**src/rtl/ebu_pkg.sv**
```systemverilog
package ebu_pkg;
  typedef enum logic [2:0] {
    ST_IDLE,
    ST_ADDR,
    ST_STRB,
    ST_END,
    ST_HACK,
    ST_HFLT,
    ST_HREL
  } bus_st_e;

  typedef struct packed {
    logic odd;   // current cycle moves an odd-address byte
    logic both;  // current cycle moves a full word on both lanes
    logic two;   // request needs two byte cycles
  } part_t;
endpackage

```
**src/rtl/ebu_split.sv**
```systemverilog
module ebu_split
  import ebu_pkg::*;
#(
  parameter int ADDR_W = 24
) (
  input  logic [ADDR_W-1:0] addr_i,
  input  logic              word_i,
  input  logic              byte_mode_i,
  input  logic              part_i,
  output logic [ADDR_W-1:0] part_addr_o,
  output part_t             part_o
);
  always_comb begin
    part_o.two  = word_i && (byte_mode_i || addr_i[0]);
    part_o.both = word_i && !part_o.two;
    part_addr_o = part_i ? addr_i + ADDR_W'(1) : addr_i;
    part_o.odd  = part_addr_o[0];
  end
endmodule

```
**src/rtl/ebu_seq.sv**
```systemverilog
module ebu_seq
  import ebu_pkg::*;
(
  input  logic    clk_i,
  input  logic    rst_ni,
  input  logic    req_valid_i,
  input  logic    hold_ni,
  input  logic    rdy_i,
  input  logic    two_i,
  output bus_st_e st_o,
  output logic    part_o,
  output logic    ready_o,
  output logic    last_o
);
  assign ready_o = (st_o == ST_IDLE) && hold_ni;
  assign last_o  = !(two_i && !part_o);

  always_ff @(posedge clk_i or negedge rst_ni) begin
    if (!rst_ni) begin
      st_o   <= ST_IDLE;
      part_o <= 1'b0;
    end else begin
      case (st_o)
        ST_IDLE: begin
          if (!hold_ni) st_o <= ST_HACK;
          else if (req_valid_i) begin
            st_o   <= ST_ADDR;
            part_o <= 1'b0;
          end
        end
        ST_ADDR: st_o <= ST_STRB;
        ST_STRB: if (rdy_i) st_o <= ST_END;
        ST_END: begin
          if (!last_o) begin
            st_o   <= ST_ADDR;
            part_o <= 1'b1;
          end else st_o <= ST_IDLE;
        end
        ST_HACK: st_o <= ST_HFLT;
        ST_HFLT: if (hold_ni) st_o <= ST_HREL;
        ST_HREL: st_o <= ST_IDLE;
        default: st_o <= ST_IDLE;
      endcase
    end
  end

  AST_RDY_STALL: assert property (@(posedge clk_i) disable iff (!rst_ni)
    (st_o == ST_STRB && !rdy_i) |=> (st_o == ST_STRB));
  AST_HOLD_FROM_IDLE: assert property (@(posedge clk_i) disable iff (!rst_ni)
    (st_o == ST_HACK) |-> ($past(st_o) == ST_IDLE));
  AST_SPLIT_SECOND: assert property (@(posedge clk_i) disable iff (!rst_ni)
    (st_o == ST_END && two_i && !part_o) |=> (st_o == ST_ADDR && part_o));
  AST_IDLE_AFTER_LAST: assert property (@(posedge clk_i) disable iff (!rst_ni)
    (st_o == ST_END && last_o) |=> (st_o == ST_IDLE));
endmodule

```
**src/rtl/ebu_lanes.sv**
```systemverilog
module ebu_lanes
  import ebu_pkg::*;
#(
  parameter int BYTE_W = 8
) (
  input  logic                clk_i,
  input  logic                rst_ni,
  input  logic                byte_mode_i,
  input  part_t               part_i,
  input  logic                part_idx_i,
  input  logic [2*BYTE_W-1:0] wdata_i,
  input  logic [BYTE_W-1:0]   addr_byte_i,
  input  logic                mux_on_i,
  input  logic                addr_ph_i,
  input  logic                data_ph_i,
  input  logic                write_i,
  input  logic                clear_i,
  input  logic                cap_i,
  input  logic                sample_i,
  input  logic [BYTE_W-1:0]   dl_i,
  input  logic [BYTE_W-1:0]   dh_i,
  output logic [BYTE_W-1:0]   dl_o,
  output logic [BYTE_W-1:0]   dh_o,
  output logic [1:0]          oe_o,
  output logic [2*BYTE_W-1:0] rdata_o
);
  localparam int DATA_W = 2 * BYTE_W;

  logic [BYTE_W-1:0] wbyte, rbyte;
  logic              use_hi;

  assign use_hi = !byte_mode_i && part_i.odd;
  assign wbyte  = part_idx_i ? wdata_i[DATA_W-1:BYTE_W] : wdata_i[BYTE_W-1:0];
  assign rbyte  = use_hi ? dh_i : dl_i;

  always_comb begin
    dl_o = '0;
    dh_o = '0;
    oe_o = 2'b00;
    if (addr_ph_i && mux_on_i) begin
      dl_o = addr_byte_i;
      oe_o = 2'b01;
    end else if (data_ph_i && write_i) begin
      if (part_i.both) begin
        dl_o = wdata_i[BYTE_W-1:0];
        dh_o = wdata_i[DATA_W-1:BYTE_W];
        oe_o = 2'b11;
      end else if (use_hi) begin
        dh_o = wbyte;
        oe_o = 2'b10;
      end else begin
        dl_o = wbyte;
        oe_o = 2'b01;
      end
    end
  end

  always_ff @(posedge clk_i or negedge rst_ni) begin
    if (!rst_ni) rdata_o <= '0;
    else if (clear_i) rdata_o <= '0;
    else if (cap_i && sample_i) begin
      if (part_i.both) rdata_o <= {dh_i, dl_i};
      else if (part_idx_i) rdata_o[DATA_W-1:BYTE_W] <= rbyte;
      else rdata_o[BYTE_W-1:0] <= rbyte;
    end
  end

  AST_INT_NO_SAMPLE: assert property (@(posedge clk_i) disable iff (!rst_ni)
    (cap_i && !sample_i) |=> $stable(rdata_o));
  AST_READ_LANES_FREE: assert property (@(posedge clk_i) disable iff (!rst_ni)
    (data_ph_i && !write_i) |-> (oe_o == 2'b00));
endmodule

```
**src/rtl/ext_bus_unit.sv**
```systemverilog
module ext_bus_unit
  import ebu_pkg::*;
#(
  parameter int ADDR_W = 24,
  parameter int BYTE_W = 8
) (
  input  logic                clk_i,
  input  logic                rst_ni,
  input  logic                req_valid_i,
  input  logic [ADDR_W-1:0]   req_addr_i,
  input  logic                req_word_i,
  input  logic                req_write_i,
  input  logic [2*BYTE_W-1:0] req_wdata_i,
  input  logic                req_internal_i,
  input  logic                req_mux_area_i,
  output logic                req_ready_o,
  output logic                rsp_valid_o,
  output logic [2*BYTE_W-1:0] rsp_rdata_o,
  input  logic                byte_mode_i,
  input  logic                rd_disable_i,
  input  logic                mux_enable_i,
  output logic [ADDR_W-1:0]   ext_addr_o,
  output logic                ext_ale_o,
  output logic                ext_rd_no,
  output logic                ext_wr_no,
  output logic                ext_bhe_no,
  output logic                bus_oe_o,
  output logic [BYTE_W-1:0]   ext_dl_o,
  output logic [BYTE_W-1:0]   ext_dh_o,
  output logic [1:0]          ext_data_oe_o,
  input  logic [BYTE_W-1:0]   ext_dl_i,
  input  logic [BYTE_W-1:0]   ext_dh_i,
  input  logic                rdy_i,
  input  logic                hold_ni,
  output logic                hlda_no
);
  localparam int DATA_W = 2 * BYTE_W;

  bus_st_e             st;
  part_t               pinfo;
  logic                part_idx, last, fire, busy;
  logic [ADDR_W-1:0]   q_addr, part_addr;
  logic [DATA_W-1:0]   q_wdata;
  logic                q_word, q_write, q_int, q_mux;

  assign fire = req_valid_i && req_ready_o;
  assign busy = (st == ST_ADDR) || (st == ST_STRB) || (st == ST_END);

  always_ff @(posedge clk_i or negedge rst_ni) begin
    if (!rst_ni) begin
      q_addr  <= '0;
      q_wdata <= '0;
      q_word  <= 1'b0;
      q_write <= 1'b0;
      q_int   <= 1'b0;
      q_mux   <= 1'b0;
    end else if (fire) begin
      q_addr  <= req_addr_i;
      q_wdata <= req_wdata_i;
      q_word  <= req_word_i;
      q_write <= req_write_i;
      q_int   <= req_internal_i;
      q_mux   <= req_mux_area_i;
    end
  end

  ebu_split #(.ADDR_W(ADDR_W)) u_split (
    .addr_i      (q_addr),
    .word_i      (q_word),
    .byte_mode_i (byte_mode_i),
    .part_i      (part_idx),
    .part_addr_o (part_addr),
    .part_o      (pinfo)
  );

  ebu_seq u_seq (
    .clk_i       (clk_i),
    .rst_ni      (rst_ni),
    .req_valid_i (req_valid_i),
    .hold_ni     (hold_ni),
    .rdy_i       (rdy_i),
    .two_i       (pinfo.two),
    .st_o        (st),
    .part_o      (part_idx),
    .ready_o     (req_ready_o),
    .last_o      (last)
  );

  ebu_lanes #(.BYTE_W(BYTE_W)) u_lanes (
    .clk_i       (clk_i),
    .rst_ni      (rst_ni),
    .byte_mode_i (byte_mode_i),
    .part_i      (pinfo),
    .part_idx_i  (part_idx),
    .wdata_i     (q_wdata),
    .addr_byte_i (part_addr[BYTE_W-1:0]),
    .mux_on_i    (byte_mode_i && mux_enable_i && q_mux),
    .addr_ph_i   (st == ST_ADDR),
    .data_ph_i   ((st == ST_STRB) || (st == ST_END)),
    .write_i     (q_write),
    .clear_i     (fire),
    .cap_i       ((st == ST_STRB) && rdy_i && !q_write),
    .sample_i    (!q_int),
    .dl_i        (ext_dl_i),
    .dh_i        (ext_dh_i),
    .dl_o        (ext_dl_o),
    .dh_o        (ext_dh_o),
    .oe_o        (ext_data_oe_o),
    .rdata_o     (rsp_rdata_o)
  );

  assign ext_addr_o  = part_addr;
  assign ext_ale_o   = (st == ST_ADDR);
  assign ext_rd_no   = !((st == ST_STRB) && !q_write && !(q_int && rd_disable_i));
  assign ext_wr_no   = !((st == ST_STRB) && q_write);
  assign ext_bhe_no  = busy ? !(pinfo.odd || pinfo.both) : 1'b1;
  assign bus_oe_o    = !((st == ST_HFLT) || (st == ST_HREL));
  assign hlda_no     = !((st == ST_HACK) || (st == ST_HFLT));
  assign rsp_valid_o = (st == ST_END) && last;

  AST_RD_WR_EXCL: assert property (@(posedge clk_i) disable iff (!rst_ni)
    !(!ext_rd_no && !ext_wr_no));
  AST_ADDR_HELD: assert property (@(posedge clk_i) disable iff (!rst_ni)
    $fell(ext_ale_o) |-> $stable(ext_addr_o));
  AST_FLOAT_LAG: assert property (@(posedge clk_i) disable iff (!rst_ni)
    $fell(hlda_no) |=> (!bus_oe_o && ext_data_oe_o == 2'b00));
  AST_DRIVE_LAG: assert property (@(posedge clk_i) disable iff (!rst_ni)
    $rose(hlda_no) |=> bus_oe_o);
  AST_RSP_SINGLE: assert property (@(posedge clk_i) disable iff (!rst_ni)
    rsp_valid_o |=> !rsp_valid_o);
endmodule

```
**config.mk**
```make
export PLATFORM = sky130hd
export DESIGN_NAME = ext_bus_unit
export DESIGN_NICKNAME = d
export VERILOG_FILES = /design/src/rtl/ebu_pkg.sv /design/src/rtl/ebu_split.sv /design/src/rtl/ebu_seq.sv /design/src/rtl/ebu_lanes.sv /design/src/rtl/ext_bus_unit.sv
export SDC_FILE = /design/constraint.sdc
export NUM_CORES = 1
export LEC_CHECK = 0
export ABC_CLOCK_PERIOD_IN_PS = 5500
export BUFFER_PORTS_ARGS = -buffer_cell sky130_fd_sc_hd__buf_2
export CAP_MARGIN = 30
export CORE_MARGIN = 5
export CORE_UTILIZATION = 30
export DETAILED_ROUTE_END_ITERATION = 16
export SKIP_LAST_GASP = 1
export SYNTH_ARGS = -nofsm -noshare
export SYNTH_HDL_FRONTEND = slang
export SYNTH_HIERARCHICAL = 1
export SYNTH_SLANG_ARGS = --single-unit
export TNS_END_PERCENT = 50
```
**constraint.sdc**
```tcl
create_clock -name clk_i -period 5.5 [get_ports clk_i]
set_input_delay 0.825 -clock clk_i [delete_from_list [all_inputs] [get_ports clk_i]]
set_output_delay 0.825 -clock clk_i [all_outputs]
set_load 0.1 [all_outputs]
```
Word-level counts from Yosys, hierarchy flattened:

Cells that the tools add are included.

* register bits: 64
* bits of input ports: 68
* output and inout port bits: 66
* logic and storage cells: 100

* $add $sub $neg: 1
* eq/ne operators: 13
* multiplexer cells: 31
* reductions and logical operators: 45

Operator list (count)
* $mux W8: 12
* $mux W16: 3
* $add A24 B1 Y24 const B: 1
* $mux W24: 1
* $logic_and A1 B1 Y1: 18
* $pmux W3 S6: 1
* $logic_not A1 Y1: 12
* $mux W3: 4
* $eq A3 B3 Y1 const B: 3
* $mux W2: 4
* $ne A2 B2 Y1 const B: 4
* $logic_or A1 B1 Y1: 7
* $eq A3 B2 Y1 const B: 2
* $ne A3 B3 Y1 const B: 2
* $mux W1: 5
* $reduce_and A2 Y1: 2
* $reduce_and A4 Y1: 1
* $reduce_bool A2 Y1: 2
* $eq A3 B1 Y1 const B: 1
* $logic_not A3 Y1: 1
* $reduce_and A3 Y1: 1
* $reduce_bool A3 Y1: 1
* $ne A2 B1 Y1 const B: 1
* $pmux W1 S2: 1

Depth between registers and ports, before layout:

Gate-level depths: netlist of the first run.

* depth after elaboration: 8
* mapped depth: 8
* depth with buffers taken out: 7

Hierarchy:

The synthesis of the first run kept the hierarchy.

By module, submodules not included
* ext_bus_unit: times used 1, cells each 110, area each 1905.6 sq um, sequential area each 1101.1 sq um
* ebu_lanes: times used 1, cells each 147, area each 1277.5 sq um, sequential area each 400.4 sq um
* ebu_split: times used 1, cells each 69, area each 515.5 sq um, sequential area each 0.0 sq um
* ebu_seq: times used 1, cells each 24, area each 229.0 sq um, sequential area each 100.1 sq um

Worst setup path after synthesis of the first run:

No wires, ideal clock.

* path kind: register to output
* from: register u_seq.part_o
* to: output port ext_dh_o[0]
* arrival: 4.212 ns
* required time: 4.675 ns
* slack: 0.463 ns
* cell stages (with the launch flop): 7
* buffers on the path: 1
* cell sequence: dfrtp_1 > xor2_1 > buf_4 > nor2b_1 > a21o_2 > a22oi_1 > nor2_1

* cells in the longest elaborated chain, start to end: 6
* elaborated cells on any way between the ends: 7
* classes of those cells: 6 x mux; 1 x reduce/logical

RTL lines
* start: declaration: line ebu_seq.sv:11 `output logic part_o,`
* start signal: assignment: line ebu_seq.sv:21 `part_o <= 1'b0;`
* start signal: assignment: line ebu_seq.sv:28 `part_o <= 1'b0;`
* start signal: assignment: line ebu_seq.sv:36 `part_o <= 1'b1;`
* $mux W24: line ebu_split.sv:16 `part_addr_o = part_i ? addr_i + ADDR_W'(1) : addr_i;`
* net ext_addr_o[0]: line ext_bus_unit.sv:22 `output logic [ADDR_W-1:0] ext_addr_o,`
* $logic_and A1 B1 Y1: line ebu_lanes.sv:32 `assign use_hi = !byte_mode_i && part_i.odd;`
* $mux W8: line ebu_lanes.sv:48 `end else if (use_hi) begin`
* $mux W8: line ebu_lanes.sv:44 `if (part_i.both) begin`
* $mux W8: line ebu_lanes.sv:43 `end else if (data_ph_i && write_i) begin`
* $mux W8: line ebu_lanes.sv:40 `if (addr_ph_i && mux_on_i) begin`
* end: declaration: line ext_bus_unit.sv:29 `output logic [BYTE_W-1:0] ext_dh_o,`

The timed path passes the listed nets, and every way through them passes these cells.

==> results of run 1 <==
## worst max-delay path: cells and delay by family
kind | cells | cell delay, ps
AOI/OAI and AO/OA | 1 | 220
buffers and inverters | 2 | 620
and+or+nand+nor | 3 | 1330
## placed cells by master, fill, tap and decap left out, types with 2 or more instances in the layout
| cell type | netlist | layout |
|---|---|---|
| bufinv_16 | 0 | 2 |
| buf_4 | 4 | 2 |
| nand2b_1 | 4 | 4 |
| nand4_1 | 7 | 7 |
| buf_2 | 3 | 133 |
| nor2_4 | 3 | 3 |
| mux2i_1 | 16 | 16 |
| clkbuf_16 | 0 | 9 |
| xnor2_1 | 18 | 18 |
| nor2_1 | 31 | 31 |
| xor2_1 | 7 | 7 |
| nand4b_1 | 2 | 2 |
| nor2b_1 | 3 | 3 |
| o21ai_2 | 7 | 7 |
| clkbuf_8 | 0 | 2 |
| mux2_2 | 6 | 6 |
| and3_1 | 3 | 3 |
| nand2_1 | 38 | 38 |
| and4_1 | 2 | 2 |
| o31ai_2 | 7 | 7 |
| mux2_4 | 39 | 39 |
| o21ai_1 | 17 | 17 |
| a21oi_1 | 11 | 11 |
| nand3_1 | 8 | 8 |
| inv_1 | 8 | 8 |
| diode_2 | 0 | 2 |
| nand4_2 | 2 | 2 |
| a31oi_4 | 2 | 2 |
| a22oi_1 | 8 | 8 |
| dfrtp_1 | 64 | 64 |
## sequential cells by signal, indices dropped and copies added (netlist names)
name	flops
q_wdata	16
q_mux	1
u_seq/part_o	1
q_word	1
q_int	1
q_write	1
q_addr	24
u_seq/st_o	3
u_lanes/rdata_o	16
## area by class of cell
class	count	share of cell area
sequential	64	0.3171
inverter	8	0.005946
clock buffer	12	0.05079
timing repair buffer	135	0.1348
antenna	2	0.0009911
tap	172	0.04262
multi-input combinational	265	0.4348
clock inverter	3	0.01288
## how the worst min path moves through the flow
stage	start	cells after the start	slack [ps]	endpoint
after floorplan	q_mux	1	470	q_mux
after global placement	u_lanes/rdata_o[8]	2	470	u_lanes/rdata_o[8]
after detailed placement	u_lanes/rdata_o[11]	2	480	u_lanes/rdata_o[11]
after CTS	u_lanes/rdata_o[11]	2	490	u_lanes/rdata_o[11]
after global routing	q_mux	1	500	q_mux
final	u_lanes/rdata_o[11]	2	480	u_lanes/rdata_o[11]
## cells by family (layout without fill, tap and decap cells)
kind of cell	Yosys count	after routing	synth area share
mux	61	61	0.2071
flops	64	64	0.4078
compound gates	60	60	0.1195
other cells	0	2	0
simple gates	118	118	0.1723
xor+xnor	25	25	0.05575
fa+ha+maj	1	1	0.003185
buf+inv	21	158	0.03440
## metrics by stage
| step | utilization | cells |
|---|---|---|
| floorplan | - | 350 |
| global placement | 0.3713 | 644 |
| detailed placement | 0.3713 | 644 |
| CTS | 0.3965 | 659 |
| global route | 0.3969 | 661 |
| finish | 0.3969 | 661 |
## per-layer routing
metal	global-route usage	share of wire	routed length, um
met1	0.1999	0.45	5173
met2	0.2261	0.47	5403
met3	0.04931	0.064	739
met4	0.05222	0.017	194
met5	0	0	0
==> metrics, run 1 <==
die area 0.01548 mm^2; final std cell area, no fill 0.005050 mm^2; Skew-Pair Late Insertion Delay 330 ps; share of post-route cells with drive strength above 1 0.4682; Slew Viols, Final 0; R2R Path End u_lanes/rdata_o[5]; I/O Buffers 133; FMAX 261.2 MHz; async set or reset register ratio after synthesis 1.000; vias after detailed routing 3153; Multi-input gate area 0.002196 mm^2; RSZ-0062 raised after global routing false; R2R depth 6; CP Launch Type input port; Synth area leader dfrtp_1; Nets 552; max incr delay on CP 660 ps; worst path cell trace buf_2, nor3b_2, nand2b_1, nor2_1, o41ai_2, buf_2; number of global-route vias before repair 3285; Placer Congestion 0.7996; R2R Path Start u_seq/st_o[1]; Layout Area Growth over Synthesis 28.58%; fillcell total 1308; die height 124.4 um; worst slack, placed 1723 ps; HP Class reg2reg; most frequent cells after synthesis dfrtp_1, mux2_4, nand2_1; crit path time final 3829 ps; CTS root buffer clkbuf_16; first-pass GRT wire length 18370 um; Rel. slew slack 0.4104; Post-Syn Area 0.003928 mm^2; drt first pass iters 4; initial core utilization 0.3087; Final Hold Fails 0; TritonCTS clock tree yes; grt ovf 0; EDFF count, synth 0; outcome complete, no violations; cts hold-fix bufs 0; final setup vio count 0; Critical Path RT 4680 ps; Reg clk slew, reported paths 50 ps; crit path capture ext_dl_o[6]; skew final 3.707 ps; Routed WL 11510 um; critical path arrival 3000 ps; crit path from byte_mode_i; row count 41; Vias/cell 4.770; initial antenna violation count 2; Final TNS setup 0 ps; Num CTS Buffers 9; cts repair resizes 0; num ports 134; syn_nets 419; synth warn 6; DRT antenna net count 0; Main synth FF type dfrtp_1; hold slack final 483.4 ps; Setup crit end kind primary output; Die Wd 124.4 um; H-tree lvl count 3; most frequent CP cell buf_2; slowest CP cell nand2b_1; core region area 0.01272 mm^2; largest net degree at the start of global routing 65; DR DRC count 0; Distinct cells, synth 51; count leader, synth dfrtp_1; Slew @ Worst Pin 884.4 ps; Wirelength per Cell 17.41 um; register area 0.001602 mm^2; Post-DP HPWL 8763 um; setup slack, reg-to-reg 2810 ps; Final Cycle Share 0.6961; clk buf depth 2; Syn Area/Cell 11.22 um^2; worst setup margin 1671 ps; overall routing resource usage 0.1495; area share of the largest cell type after synthesis 0.4078; max cap viols 0; 1st-iter DRT viols 247; placed cell areas 0.004723 mm^2; Post-CTS Repair Setup Buffers 0; clock sink total 64; FF+latch count, synth 64; Mapped Cells 350; Max FO, Critical Path 10; sequential fraction of the synthesis area 0.4078; CP Class in2out; largest cells by area after synthesis dfrtp_1, mux2_4, mux2i_1
Power of run 1 is not shown: default switching activity piles up to over one toggle a cycle in this logic, so the estimate is an artifact.
==> run 2, diff against run 1 <==
Settings changed: ABC_AREA set to 1, ABC_CLOCK_PERIOD_IN_PS 5500 to 3500.
Clock period 5.5 ns to 3.5 ns, I/O delays scaled along.
==> metrics, run 2 <==
drt first pass iters 5; hold slack final 151.9 ps; 1st-iter DRT viols 226; Slew Viols, Final 0; FMAX 333.2 MHz; vias after detailed routing 4382; Syn Area/Cell 6.678 um^2; Distinct cells, synth 34; Nets 846; largest net degree at the start of global routing 47; CP Launch Type flip-flop; clk buf depth 2; max incr delay on CP 520 ps; Rel. slew slack 0.6191; Final Hold Fails 0; die height 130.0 um; core region area 0.01399 mm^2; Synth area leader dfrtp_1; max cap viols 0; H-tree lvl count 3; worst path cell trace inv_1, nor2_1, nand2_1, nand2_1, nand2_1, nor2_4, inv_2, nor2_1, buf_2; initial antenna violation count 0; HP Class in2async; share of post-route cells with drive strength above 1 0.2660; slowest CP cell dfrtp_1; Die Wd 130.0 um; Critical Path RT 2970 ps; Final Cycle Share 0.8574; count leader, synth nand2_1; cts hold-fix bufs 0; Post-DP HPWL 10040 um; most frequent CP cell nand2_1; grt ovf 0; outcome complete, no violations; final setup vio count 0; FF+latch count, synth 64; commonest cells after routing, fill and taps aside nand2_1, buf_2, dfrtp_1; Top Registers q_addr (24), q_wdata (16), u_lanes/rdata_o (16); crit path time final 3001 ps; Mapped Cells 647; worst setup margin 499.2 ps; num ports 134; I/O Buffers 133; async set or reset register ratio after synthesis 1.000; area share of the largest cell type after synthesis 0.3707; initial core utilization 0.3089; DR DRC count 0; Wirelength per Cell 13.85 um; cts repair resizes 0; commonest non-fill, non-tap cell in the layout nand2_1; WP buf/inv 3; number of global-route vias before repair 4156; Setup crit end kind primary output; ant diodes 0; RSZ-0062 raised after global routing false; worst slack, placed 834.9 ps; DRT antenna net count 0; clock sink total 64; largest register by flop count q_addr; Max FO, Critical Path 10; EDFF count, synth 0; final core utilization 0.3996; sequential fraction of the synthesis area 0.3707; Post-CTS Repair Setup Buffers 0; Reg clk slew, reported paths 60 ps; CP Class reg2out; skew final 8.220 ps; final std cell area, no fill 0.005590 mm^2; row count 43; Placer Congestion 0.9109; die area 0.01690 mm^2; Vias/cell 4.555; overall routing resource usage 0.1613; Slew @ Worst Pin 571.3 ps; most frequent cells after synthesis nand2_1, dfrtp_1, inv_1; Skew-Pair Late Insertion Delay 340 ps; largest cells by area after synthesis dfrtp_1, nand2_1, inv_1; first-pass GRT wire length 21130 um; placed cell areas 0.005254 mm^2; TritonCTS clock tree yes; max reg flops 24; syn_nets 716; critical path arrival 2480 ps; Post-Syn Area 0.004320 mm^2; synth warn 6; Top delay family on crit path simple AND/OR/NAND/NOR gates; CTS root buffer clkbuf_16; Routed WL 13330 um; Layout Area Growth over Synthesis 29.39%; Main synth FF type dfrtp_1; Num CTS Buffers 9
[run 2: cell count changes after synthesis, moves of 8 or more]
cell	change
inv_1	+31
mux2i_1	-16
xnor2_1	-15
nand2_1	+324
a22oi_1	-8
nor2_2	+8
mux2_4	-39
o21ai_0	+10
nand3b_1	+15
[run 2: worst paths after layout]
check	startpoint	endpoint	slack [ps]	cells after the start
worst min-delay path	rst_ni	u_lanes/rdata_o[10]	150	1
min in group clk_i	req_addr_i[12]	q_addr[12]	380	3
worst max-delay path	u_seq/st_o[1]	ext_data_oe_o[1]	500	9
max in group asynchronous	rst_ni	q_addr[7]	2380	2
worst min register to register	u_lanes/rdata_o[4]	u_lanes/rdata_o[4]	470	2
worst max register to register	u_seq/st_o[1]	u_lanes/rdata_o[2]	1640	11
[run 2: cell families (layout without fill, tap and decap cells)]
kind of cell / count (synthesis) / in the layout / synth area share
AND/OR/NAND/NOR: 467 / 467 / 0.4694
multiplexers: 1 / 1 / 0.002606
adder cells (fa/ha/maj): 1 / 1 / 0.002896
buffers and inverters: 68 / 203 / 0.08283
AO/OA/AOI/OAI: 33 / 33 / 0.04171
flip-flops: 64 / 64 / 0.3707
XOR/XNOR: 13 / 13 / 0.02983
[run 2: per-layer routing]
| layer | GRT usage | share of wire | up-vias |
|---|---|---|---|
| met5 | 0 | 0 | - |
| met4 | 0.04462 | 0.010 | 0 |
| met1 | 0.2184 | 0.46 | 1995 |
| li1 | - | - | 2242 |
| met2 | 0.2496 | 0.45 | 135 |
| met3 | 0.05076 | 0.078 | 10 |
[run 2: metrics by stage]
step | cells | setup TNS (ps)
detailed placement | 946 | 0
CTS | 962 | 0
global route | 962 | 0
finish | 962 | 0
global placement | 946 | 0
floorplan | 647 | -3372
[run 2: cell type report]
type | instances | area, um^2
inverter | 48 | 187.7
timing repair buffer | 139 | 830.8
tap | 180 | 225.2
multi-input combinational | 515 | 2409
clock inverter | 6 | 107.6
sequential | 64 | 1602
clock buffer | 10 | 229.0
fill | 1522 | 8398
Power of run 2 is left out for the same reason.
==> run 3, diff against run 2 <==
Settings changed: CORE_UTILIZATION 30 to 28, RECOVER_POWER set to 100, SETUP_SLACK_MARGIN set to 0.1.
==> metrics, run 3 (synthesized netlist as in run 2, its figures left out) <==
outcome finished with violations; failing checks max-capacitance violations, max-slew violations; grt ovf 0; vias after detailed routing 4292; largest register by flop count q_addr; register area 0.001602 mm^2; Top Registers q_addr (24), q_wdata (16), u_lanes/rdata_o (16); Layout Area Growth over Synthesis 27.69%; Multi-input gate area 0.002395 mm^2; largest net degree at the start of global routing 65; Wirelength per Cell 13.94 um; max reg flops 24; Setup crit end kind primary output; initial core utilization 0.2853; cts hold-fix bufs 0; Num CTS Buffers 9; clk buf depth 2; first-pass GRT wire length 21620 um; ant diodes 0; fillcell total 1671; Critical Path RT 2970 ps; crit path from u_seq/part_o; die area 0.01801 mm^2; commonest cells after routing, fill and taps aside nand2_1, buf_2, dfrtp_1; share of post-route cells with drive strength above 1 0.2033; overall routing resource usage 0.1521; R2R Path Start u_seq/st_o[1]; DRT antenna net count 0; CTS root buffer clkbuf_16; Vias/cell 4.425; cts repair resizes 0; min-delay src req_wdata_i[12]; H-tree lvl count 3; die height 134.2 um; hold slack final 373.8 ps; number of global-route vias before repair 4239; drt first pass iters 4; clock sink total 64; 1st-iter DRT viols 171; core region area 0.01515 mm^2; initial antenna violation count 0; max cap viols 1; HP Class in2reg; Nets 846; crit path time final 3146 ps; Routed WL 13530 um; Post-DP HPWL 10030 um; Final Cycle Share 0.8989; CP Launch Type flip-flop; Slew Viols, Final 65; Max FO, Critical Path 11; Reg clk slew, reported paths 60 ps; commonest non-fill, non-tap cell in the layout nand2_1; DR DRC count 0; Post-CTS Repair Setup Buffers 0; I/O Buffers 133; Placer Congestion 0.7972; Slew @ Worst Pin 1687 ps; num ports 134; final setup vio count 0; Skew-Pair Late Insertion Delay 340 ps; Final TNS setup 0 ps; Rel. slew slack -0.1249; CP Class reg2out; TritonCTS clock tree yes; RSZ-0062 raised after global routing false; Final Hold Fails 0; skew final 4.129 ps; row count 45; Die Wd 134.2 um; critical path arrival 2620 ps; FMAX 317.9 MHz
[run 3: changes by cell type in the layout (fill, tap and decap cells not counted), moves of 4 or more]
cell / before / now
a21oi_2: 8 / 3
buf_2: 125 / 68
clkbuf_2: 0 / 18
a21oi_1: 0 / 5
nand2_1: 362 / 366
clkbuf_1: 1 / 42
[run 3: stage by stage]
step           instances  setup WS (ps)    util  area (um^2)
2_1_floorplan        647         -317.3       -         4398
3_3_place_gp         954          904.4  0.3499         5299
3_5_place_dp         954          881.7  0.3499         5299
4_1_cts              970          504.9  0.3712         5622
5_1_grt              970          158.8  0.3642         5517
6_report             970          354.0  0.3642         5517
[run 3: final timing paths]
| path | to | slack, ps | cells after the start |
|---|---|---|---|
| setup / recovery | ext_addr_o[9] | 350 | 6 |
| hold / removal | q_wdata[12] | 370 | 3 |
| setup reg to reg | u_lanes/rdata_o[14] | 1040 | 11 |
| hold reg to reg | u_lanes/rdata_o[7] | 470 | 2 |
| max in group asynchronous | q_addr[3] | 1770 | 2 |
| min in group asynchronous | u_lanes/rdata_o[13] | 670 | 2 |
[run 3: cell type report]
type / count / area share
flip-flops and latches: 64 / 0.2903
inverters: 48 / 0.03402
clock inverters: 5 / 0.01452
clock buffers: 11 / 0.04400
multi-input cells: 515 / 0.4341
well taps: 188 / 0.04264
repair buffers: 139 / 0.1404
[run 3: layer usage]
metal  GRT usage  vias to the layer above  share of wire
met1      0.1945                     1925           0.46
met3     0.04464                       13          0.061
met5           0                        -              0
met4     0.05090                        0          0.015
li1            -                     2247              -
met2      0.2466                      107           0.46
[run 3: worst max-delay path, cell delays in order, from the launching register on]
cell	delay (ps)
dfrtp_1	610
nand2_1	160
nor2_4	150
nand2_4	130
nor2_4	140
xor2_1	200
clkbuf_1	880
Power of run 3 is left out for the same reason.
